==> config.mk <==
export PLATFORM = sky130hd
export DESIGN_NAME = page_commit_buf
export DESIGN_NICKNAME = d
export VERILOG_FILES = /design/src/rtl/pcb_pkg.sv /design/src/rtl/pcb_column_store.sv /design/src/rtl/pcb_timer.sv /design/src/rtl/page_commit_buf.sv
export SDC_FILE = /design/constraint.sdc
export NUM_CORES = 1
export LEC_CHECK = 0
export BUFFER_PORTS_ARGS = -buffer_cell sky130_fd_sc_hd__buf_2
export CORE_ASPECT_RATIO = 0.6
export CORE_MARGIN = 1.5
export CORE_UTILIZATION = 35
export CTS_CLUSTER_SIZE = 24
export DETAILED_ROUTE_END_ITERATION = 8
export GPL_TIMING_DRIVEN = 1
export HOLD_SLACK_MARGIN = 0.06
export PLACE_DENSITY = 0.47
export SLEW_MARGIN = 20
export SYNTH_ARGS = -nofsm -noshare
export SYNTH_HDL_FRONTEND = slang
export SYNTH_SLANG_ARGS = --single-unit
==> constraint.sdc <==
create_clock -name clk -period 6.1 [get_ports clk]
set_clock_uncertainty 0.05 [all_clocks]
set_input_delay 0.305 -clock clk [delete_from_list [all_inputs] [get_ports clk]]
set_output_delay 0.305 -clock clk [all_outputs]
set_load 0.005 [all_outputs]
==> src/rtl/pcb_pkg.sv <==
package pcb_pkg;

  typedef logic [7:0] byte_t;

  typedef enum logic [1:0] {
    PH_IDLE = 2'd0,
    PH_SCAN = 2'd1,
    PH_HOLD = 2'd2
  } phase_e;

endpackage

==> src/rtl/pcb_column_store.sv <==
module pcb_column_store
  import pcb_pkg::*;
#(
  parameter int PAGE_BYTES = 64,
  localparam int COL_W = $clog2(PAGE_BYTES)
) (
  input  logic             clk,
  input  logic             rst_n,
  input  logic             accept,
  input  logic             frame_start,
  input  logic [COL_W-1:0] start_col,
  input  logic             byte_valid,
  input  byte_t            byte_data,
  input  logic [COL_W-1:0] scan_idx,
  output byte_t            slot_data,
  output logic             slot_loaded
);

  // pointer step inside the page, wrapping at the last column
  function automatic logic [COL_W-1:0] next_col(input logic [COL_W-1:0] c);
    if (c == COL_W'(PAGE_BYTES - 1)) return '0;
    return c + COL_W'(1);
  endfunction

  logic [COL_W-1:0]    ptr_q;
  logic [PAGE_BYTES-1:0] loaded_q;
  byte_t               data_q [PAGE_BYTES];
  logic [PAGE_BYTES-1:0] load_hit;
  logic                open_cmd;
  logic                take_byte;

  assign open_cmd  = accept && frame_start;
  assign take_byte = accept && byte_valid && !frame_start;

  for (genvar c = 0; c < PAGE_BYTES; c++) begin : g_hit
    assign load_hit[c] = take_byte && (ptr_q == COL_W'(c));
  end

  always_ff @(posedge clk or negedge rst_n) begin
    if (!rst_n) begin
      ptr_q <= '0;
    end else if (open_cmd) begin
      ptr_q <= start_col;
    end else if (take_byte) begin
      ptr_q <= next_col(ptr_q);
    end
  end

  always_ff @(posedge clk or negedge rst_n) begin
    if (!rst_n) begin
      loaded_q <= '0;
      for (int c = 0; c < PAGE_BYTES; c++) data_q[c] <= '0;
    end else if (open_cmd) begin
      loaded_q <= '0;
    end else begin
      for (int c = 0; c < PAGE_BYTES; c++) begin
        if (load_hit[c]) begin
          loaded_q[c] <= 1'b1;
          data_q[c]   <= byte_data;
        end
      end
    end
  end

  assign slot_data   = data_q[scan_idx];
  assign slot_loaded = loaded_q[scan_idx];

endmodule

==> src/rtl/pcb_timer.sv <==
module pcb_timer
  import pcb_pkg::*;
#(
  parameter int PAGE_BYTES  = 64,
  parameter int BUSY_CYCLES = 100,
  localparam int COL_W = $clog2(PAGE_BYTES),
  localparam int CNT_W = $clog2(BUSY_CYCLES + 1)
) (
  input  logic             clk,
  input  logic             rst_n,
  input  logic             commit,
  output logic             busy,
  output logic             done,
  output logic             scan_on,
  output logic [COL_W-1:0] scan_idx
);

  function automatic logic is_last(input logic [CNT_W-1:0] n);
    return n == CNT_W'(BUSY_CYCLES - 1);
  endfunction

  function automatic logic scan_end(input logic [CNT_W-1:0] n);
    return n == CNT_W'(PAGE_BYTES - 1);
  endfunction

  phase_e           phase_q;
  logic [CNT_W-1:0] cnt_q;
  logic             done_q;

  always_ff @(posedge clk or negedge rst_n) begin
    if (!rst_n) begin
      phase_q <= PH_IDLE;
      cnt_q   <= '0;
      done_q  <= 1'b0;
    end else begin
      done_q <= 1'b0;
      unique case (phase_q)
        PH_IDLE: begin
          if (commit) begin
            phase_q <= PH_SCAN;
            cnt_q   <= '0;
          end
        end
        PH_SCAN, PH_HOLD: begin
          if (is_last(cnt_q)) begin
            phase_q <= PH_IDLE;
            done_q  <= 1'b1;
            cnt_q   <= '0;
          end else begin
            cnt_q <= cnt_q + CNT_W'(1);
            if (phase_q == PH_SCAN && scan_end(cnt_q)) phase_q <= PH_HOLD;
          end
        end
        default: phase_q <= PH_IDLE;
      endcase
    end
  end

  assign busy     = phase_q != PH_IDLE;
  assign scan_on  = phase_q == PH_SCAN;
  assign scan_idx = cnt_q[COL_W-1:0];
  assign done     = done_q;

endmodule

==> src/rtl/page_commit_buf.sv <==
module page_commit_buf
  import pcb_pkg::*;
#(
  parameter int ADDR_W       = 14,
  parameter int PAGE_BYTES   = 64,
  parameter int WRITE_CYCLES = 100,
  localparam int COL_W       = $clog2(PAGE_BYTES),
  localparam int PAGE_W      = ADDR_W - COL_W,
  localparam int BUSY_CYCLES = (WRITE_CYCLES < PAGE_BYTES) ? PAGE_BYTES : WRITE_CYCLES
) (
  input  logic              clk,
  input  logic              rst_n,
  input  logic              frame_start,
  input  logic [ADDR_W-1:0] start_addr,
  input  logic              byte_valid,
  input  logic [7:0]        byte_data,
  input  logic              commit,
  input  logic              arr_allow,
  output logic              arr_we,
  output logic [ADDR_W-1:0] arr_addr,
  output logic [7:0]        arr_wdata,
  output logic              busy,
  output logic              wr_done
);

  // named internal events, also watched by the bound checker
  logic [PAGE_W-1:0] cmd_page;
  logic [COL_W-1:0]  scan_idx;
  logic              scan_on;
  byte_t             slot_data;
  logic              slot_loaded;
  logic              accept;

  assign accept = !busy;

  always_ff @(posedge clk or negedge rst_n) begin
    if (!rst_n)                        cmd_page <= '0;
    else if (accept && frame_start)    cmd_page <= start_addr[ADDR_W-1:COL_W];
  end

  pcb_column_store #(.PAGE_BYTES(PAGE_BYTES)) u_store (
    .clk         (clk),
    .rst_n       (rst_n),
    .accept      (accept),
    .frame_start (frame_start),
    .start_col   (start_addr[COL_W-1:0]),
    .byte_valid  (byte_valid),
    .byte_data   (byte_data),
    .scan_idx    (scan_idx),
    .slot_data   (slot_data),
    .slot_loaded (slot_loaded)
  );

  pcb_timer #(.PAGE_BYTES(PAGE_BYTES), .BUSY_CYCLES(BUSY_CYCLES)) u_timer (
    .clk      (clk),
    .rst_n    (rst_n),
    .commit   (commit),
    .busy     (busy),
    .done     (wr_done),
    .scan_on  (scan_on),
    .scan_idx (scan_idx)
  );

  assign arr_addr  = {cmd_page, scan_idx};
  assign arr_wdata = slot_data;
  assign arr_we    = scan_on && slot_loaded && arr_allow;

endmodule

After elaboration in Yosys (flattened, before gate mapping)
Index checks and enable logic that the tools add are counted.
W data, S select, Z words.
{"block": "totals", "regBits": 600, "in_bits": 28, "out_inout_bits": 25, "word_cells": 502}
{"block": "classes", "n_addsub": 2, "n_lt_le_gt_ge": 2, "n_eq_ne": 69, "muxes": 86, "n_bitwise": 2, "n_reduce_logical": 208}
{"op": "$eq A6 B6 Y1 const B", "count": 32}
{"op": "$reduce_bool A2 Y1", "count": 67}
{"op": "$reduce_and A2 Y1", "count": 66}
{"op": "$eq A6 B5 Y1 const B", "count": 16}
{"op": "$logic_and A1 B1 Y1", "count": 70}
{"op": "$mux W1", "count": 70}
{"op": "$mux W64", "count": 1}
{"op": "$bmux W8 S6", "count": 1}
{"op": "$eq A6 B4 Y1 const B", "count": 8}
{"op": "$eq A6 B3 Y1 const B", "count": 4}
{"op": "$mux W6", "count": 4}
{"op": "$mux W8", "count": 2}
{"op": "$mux W7", "count": 2}
{"op": "$pmux W7 S2", "count": 1}
{"op": "$eq A6 B2 Y1 const B", "count": 2}
{"op": "$add A7 B1 Y7 const B", "count": 1}
{"op": "$eq A7 B6 Y1 const B", "count": 1}
{"op": "$eq A7 B7 Y1 const B", "count": 1}
{"op": "$ge A7 B7 Y1 const B", "count": 1}
{"op": "$lt A6 B7 Y1 const B", "count": 1}
{"op": "$not A6 Y7", "count": 1}
{"op": "$add A6 B1 Y6 const B", "count": 1}
{"op": "$bmux W1 S6", "count": 1}
{"op": "$eq A6 B1 Y1 const B", "count": 1}
{"op": "11 further kinds", "count": 14}

Longest topological paths before layout
{"block": "depth", "word_depth": 9, "mapped_depth": 10, "ltp_nobuf": 7}

By module
Synthesis repeated with hierarchy kept, for this count alone.
{"block": "hier_totals", "hier_cells": 1855, "area_unflattened_um2": 27920.5}
{"module": "pcb_column_store", "instances": 1, "cells_each": 1769, "area_each_um2": 26917.1, "seq_area_each_um2": 14564.0}
{"module": "pcb_timer", "instances": 1, "cells_each": 66, "area_each_um2": 655.6, "seq_area_each_um2": 250.2}
{"module": "page_commit_buf", "instances": 1, "cells_each": 20, "area_each_um2": 347.8, "seq_area_each_um2": 200.2}

Least setup slack after synthesis
Ideal clock, no wire load.
{"block": "synth_path", "kind": "reg-to-output", "start": "reg u_timer.cnt_q[0]", "end": "out arr_wdata[6]", "t_arrival_ns": 2.057, "required_time_ns": 5.745, "setup_slack_ns": 3.688, "path_stages_with_launch": 8, "path_buffers": 3, "cell_sequence": "dfrtp_1 > buf_2 > buf_2 > buf_4 > mux4_2 > a22oi_1 > a21oi_1 > a211o_1"}
{"block": "synth_between", "elab_chain_cells": 4}
{"element": "start, declared", "line": "pcb_timer.sv:27", "text": "logic [CNT_W-1:0] cnt_q;"}
{"element": "start signal, assigned", "line": "pcb_timer.sv:50", "text": "cnt_q <= cnt_q + CNT_W'(1);"}
{"element": "$not A6 Y7 (implied by the code)", "line": "pcb_column_store.sv:65", "text": "assign slot_data = data_q[scan_idx];"}
{"element": "$bmux W8 S6", "line": "pcb_column_store.sv:65"}
{"element": "$mux W8 (implied by the code) (2 in series)", "line": "pcb_column_store.sv:65"}
{"element": "end, declared", "line": "page_commit_buf.sv:21", "text": "output logic [7:0] arr_wdata,"}
No other way between the ends. The select of a mux whose other input is x is not followed.

Worst setup path in the final report
{"block": "layout_path", "start": "reg u_timer.cnt_q[2]", "end": "out arr_wdata[3]"}
Same word-level chain as after synthesis.

==> out/metrics.yaml <==
synthesis:
  async_reset_ff_share_pct: 100
  ys_seq_elements: 600
  seq_area_frac_synth_pct: 54.3
  ys_warn_count: 0
  synthDominantCellAreaShare_pct: 54.3
  synth.area.top_cells: "dfrtp_1 54%, mux2_2 21%, mux4_2 10%"
  synth_commonest_cells: "600 x dfrtp_1, 523 x mux2_2, 126 x mux4_2"
  synth_most_common_cell: "dfrtp_1"
  synth_cells: 1873
  avgSynthCellArea_um2: 14.8
  dominantRegCellSynth: "dfrtp_1"
  synth_enable_flop_cells: 0
  syn_area_um2: 27700
  synth_cell_types: 55
  yosys.area.top_type: "dfrtp_1"
  synth_fp_nets: 1911
global_routing:
  overflow: 0
  antenna_found_initial: 2
  track_usage_pct: 20.0
  grt_first_pass_wirelength_um: 119000
  grt_max_degree: 156
  grt_pass1_vias: 16699
floorplan:
  pin_count: 53
  start_util_pct: 35.5
  rows: 79
  die_area_um2: 80800
  core_um2: 77900
  die_w_um: 366
  fp.dieH_um: 221
place:
  preCtsSetupSlack_ns: 2.40
  gp_congestion: 0.879
  hpwl_um: 52000
  portBuffers: 52
  dp.cells: 2865
finish:
  area_growth_pct: 12.4
  fillers: 7279
  finalNonFillerCells: 2994
  drive_gt1_share_pct: 45.2
  final_core_util_pct: 39.9
  finalNetCount: 1931
timing:
  drv_slew: 0
  max_freq_ghz: 0.232
  finalCriticalPeriod_ns: 4.30
  finalWorstSetupSlack_ns: 1.80
  grt_setup_unrepaired: "false"
  final.setup.tns_ns: 0
  hold_ws_ns: 0.130
  worstMarginPinSlew_ns: 1.08
  hold_violations: 0
  slew_headroom_pct: 28.0
  setup_violations: 0
  timing.final.crit_share_pct: 70.6
critical_path:
  crit_type: "flop to output pin"
  worstSetupStartpointType: "flop"
  setup.worst_path.end_class: "output pin"
  crit_fanout: 22
  r2r-end: "u_store.data_q[301]"
  cp.required_ns: 5.74
  cp.arrival_ns: 3.95
  worst_r2r_path_depth: 5
  r2r_setup_slack_ns: 2.52
  reg2reg_from: "u_timer.phase_q[0]"
power:
  peakVddDrop_v: 0.000218
  p_leak_nw: 15.1
  p_per_area_nw_per_um2: 397
clock_tree:
  clk_pin_slew_ns: 0.07
  numClockSinks: 600
  cts_inserted_buffers: 60
  htreeDepth: 2
  clock-root-buffer: "clkbuf_16"
  clk_latency_ns: 0.64
  cts_resized: 0
  cts.path.max_buffers: 3
  cts_tree: "done"
  post-cts-setup-buffer-count: 0
route:
  wl_um: 79700
  dr.pass1.iters: 5
  ant_nets: 0
  wl_per_cell_um: 26.6
  vias_per_cell: 5.50
  drc: 0
  drt_iter0_drc: 1195
  via_count: 16468
worst_hold_path:
  hold_start: "frame_start"
  hold_path_end: "u_store.ptr_q[5]"
  holdPathStages: 3
  hold_path_class: "input port to flop"
run:
  maxCapViolCount: 0
run_status:
  status: "completed"
## stage by stage
stage | area (um^2) | power (mW)
finish | 31100 | 12.3
global route | 31100 | 13.0
CTS | 31100 | 12.5
detailed placement | 28900 | 8.58
global placement | 28900 | 8.50
floorplan | 27700 | 7.42
## flip-flops by register name, indices dropped and copies added (netlist names)
register,flops
u_timer.cnt_q,7
u_store.ptr_q,6
cmd_page,8
u_timer.done,1
u_store.data_q,512
u_timer.phase_q,2
u_store.loaded_q,64
## placed cells by master, fill, tap and decap left out, drive strengths merged, types with 5 or more instances in the layout
master,n
a21o,34
a21oi,12
a221o,7
a22oi,10
and3,6
buf,81
clkbuf,91
clkinv,11
dfrtp,600
dlygate4sd3,19
ha,10
inv,11
mux2,531
mux2i,34
mux4,126
nand2,116
nand2b,11
nand3,44
nor2,54
nor2b,7
nor3,8
o21ai,26
o22ai,31
o41ai,5
## cell type report
cell class | instances | area [um^2] | area share (%)
inverter | 8 | 30.0 | 0.0966
tap | 1053 | 1320 | 4.24
timing repair buffer | 100 | 766 | 2.46
sequential | 600 | 15000 | 48.3
clock inverter | 18 | 164 | 0.527
multi-input combinational | 1123 | 11900 | 38.4
antenna | 1 | 2.50 | 0.00805
clock buffer | 91 | 1850 | 5.95
## cells by family after synthesis
group,count (synthesis),synth area share (%)
compound gates,157,3.96
fa+ha+maj,10,0.452
buf+inv,150,2.60
flops,600,54.3
mux,691,33.1
simple gates,265,5.58
## worst max path at each step
| stage | startpoint | end | slack, ns | cells past startpoint |
|---|---|---|---|---|
| after floorplan | u_timer.cnt_q[0] | arr_wdata[6] | 3.69 | 7 |
| after global placement | u_timer.cnt_q[1] | arr_wdata[2] | 2.41 | 6 |
| after detailed placement | u_timer.phase_q[0] | u_store.data_q[262] | 2.40 | 5 |
| after global routing | u_timer.cnt_q[2] | arr_we | 1.66 | 7 |
| after CTS | u_timer.cnt_q[1] | arr_wdata[2] | 1.78 | 6 |
| final | u_timer.cnt_q[2] | arr_wdata[3] | 1.80 | 5 |
## routing by layer
metal  global-route usage [%]  wire, um  up-vias
met3                     6.21      6630      107
met5                        0         0        -
met1                     31.6     41100     8902
li1                         -         -     6989
met2                     26.1     30800      470
met4                     4.00      1200        0
## worst max-delay path: stages (launching register included)
cell and delay, ns:
dfrtp_1 0.82, inv_1 0.46, nor2_1 0.91, a2111oi_0 0.33, a222oi_1 0.56, buf_2 0.22
## where the power goes
group / switching [mW] / total [mW] / internal, mW / leakage [nW]
clock: 1.64 / 3.80 / 2.17 / 0.999
combinational: 1.77 / 3.27 / 1.50 / 5.82
sequential: 0.517 / 5.26 / 4.75 / 8.27
total: 3.92 / 12.3 / 8.41 / 15.1
## what timing repair did
action                                  CTS  global route
hold buffers                             19             0
hold endpoints to repair                106             0
endpoints found under the setup margin    0             0
(Power assumes the default switching activity.)
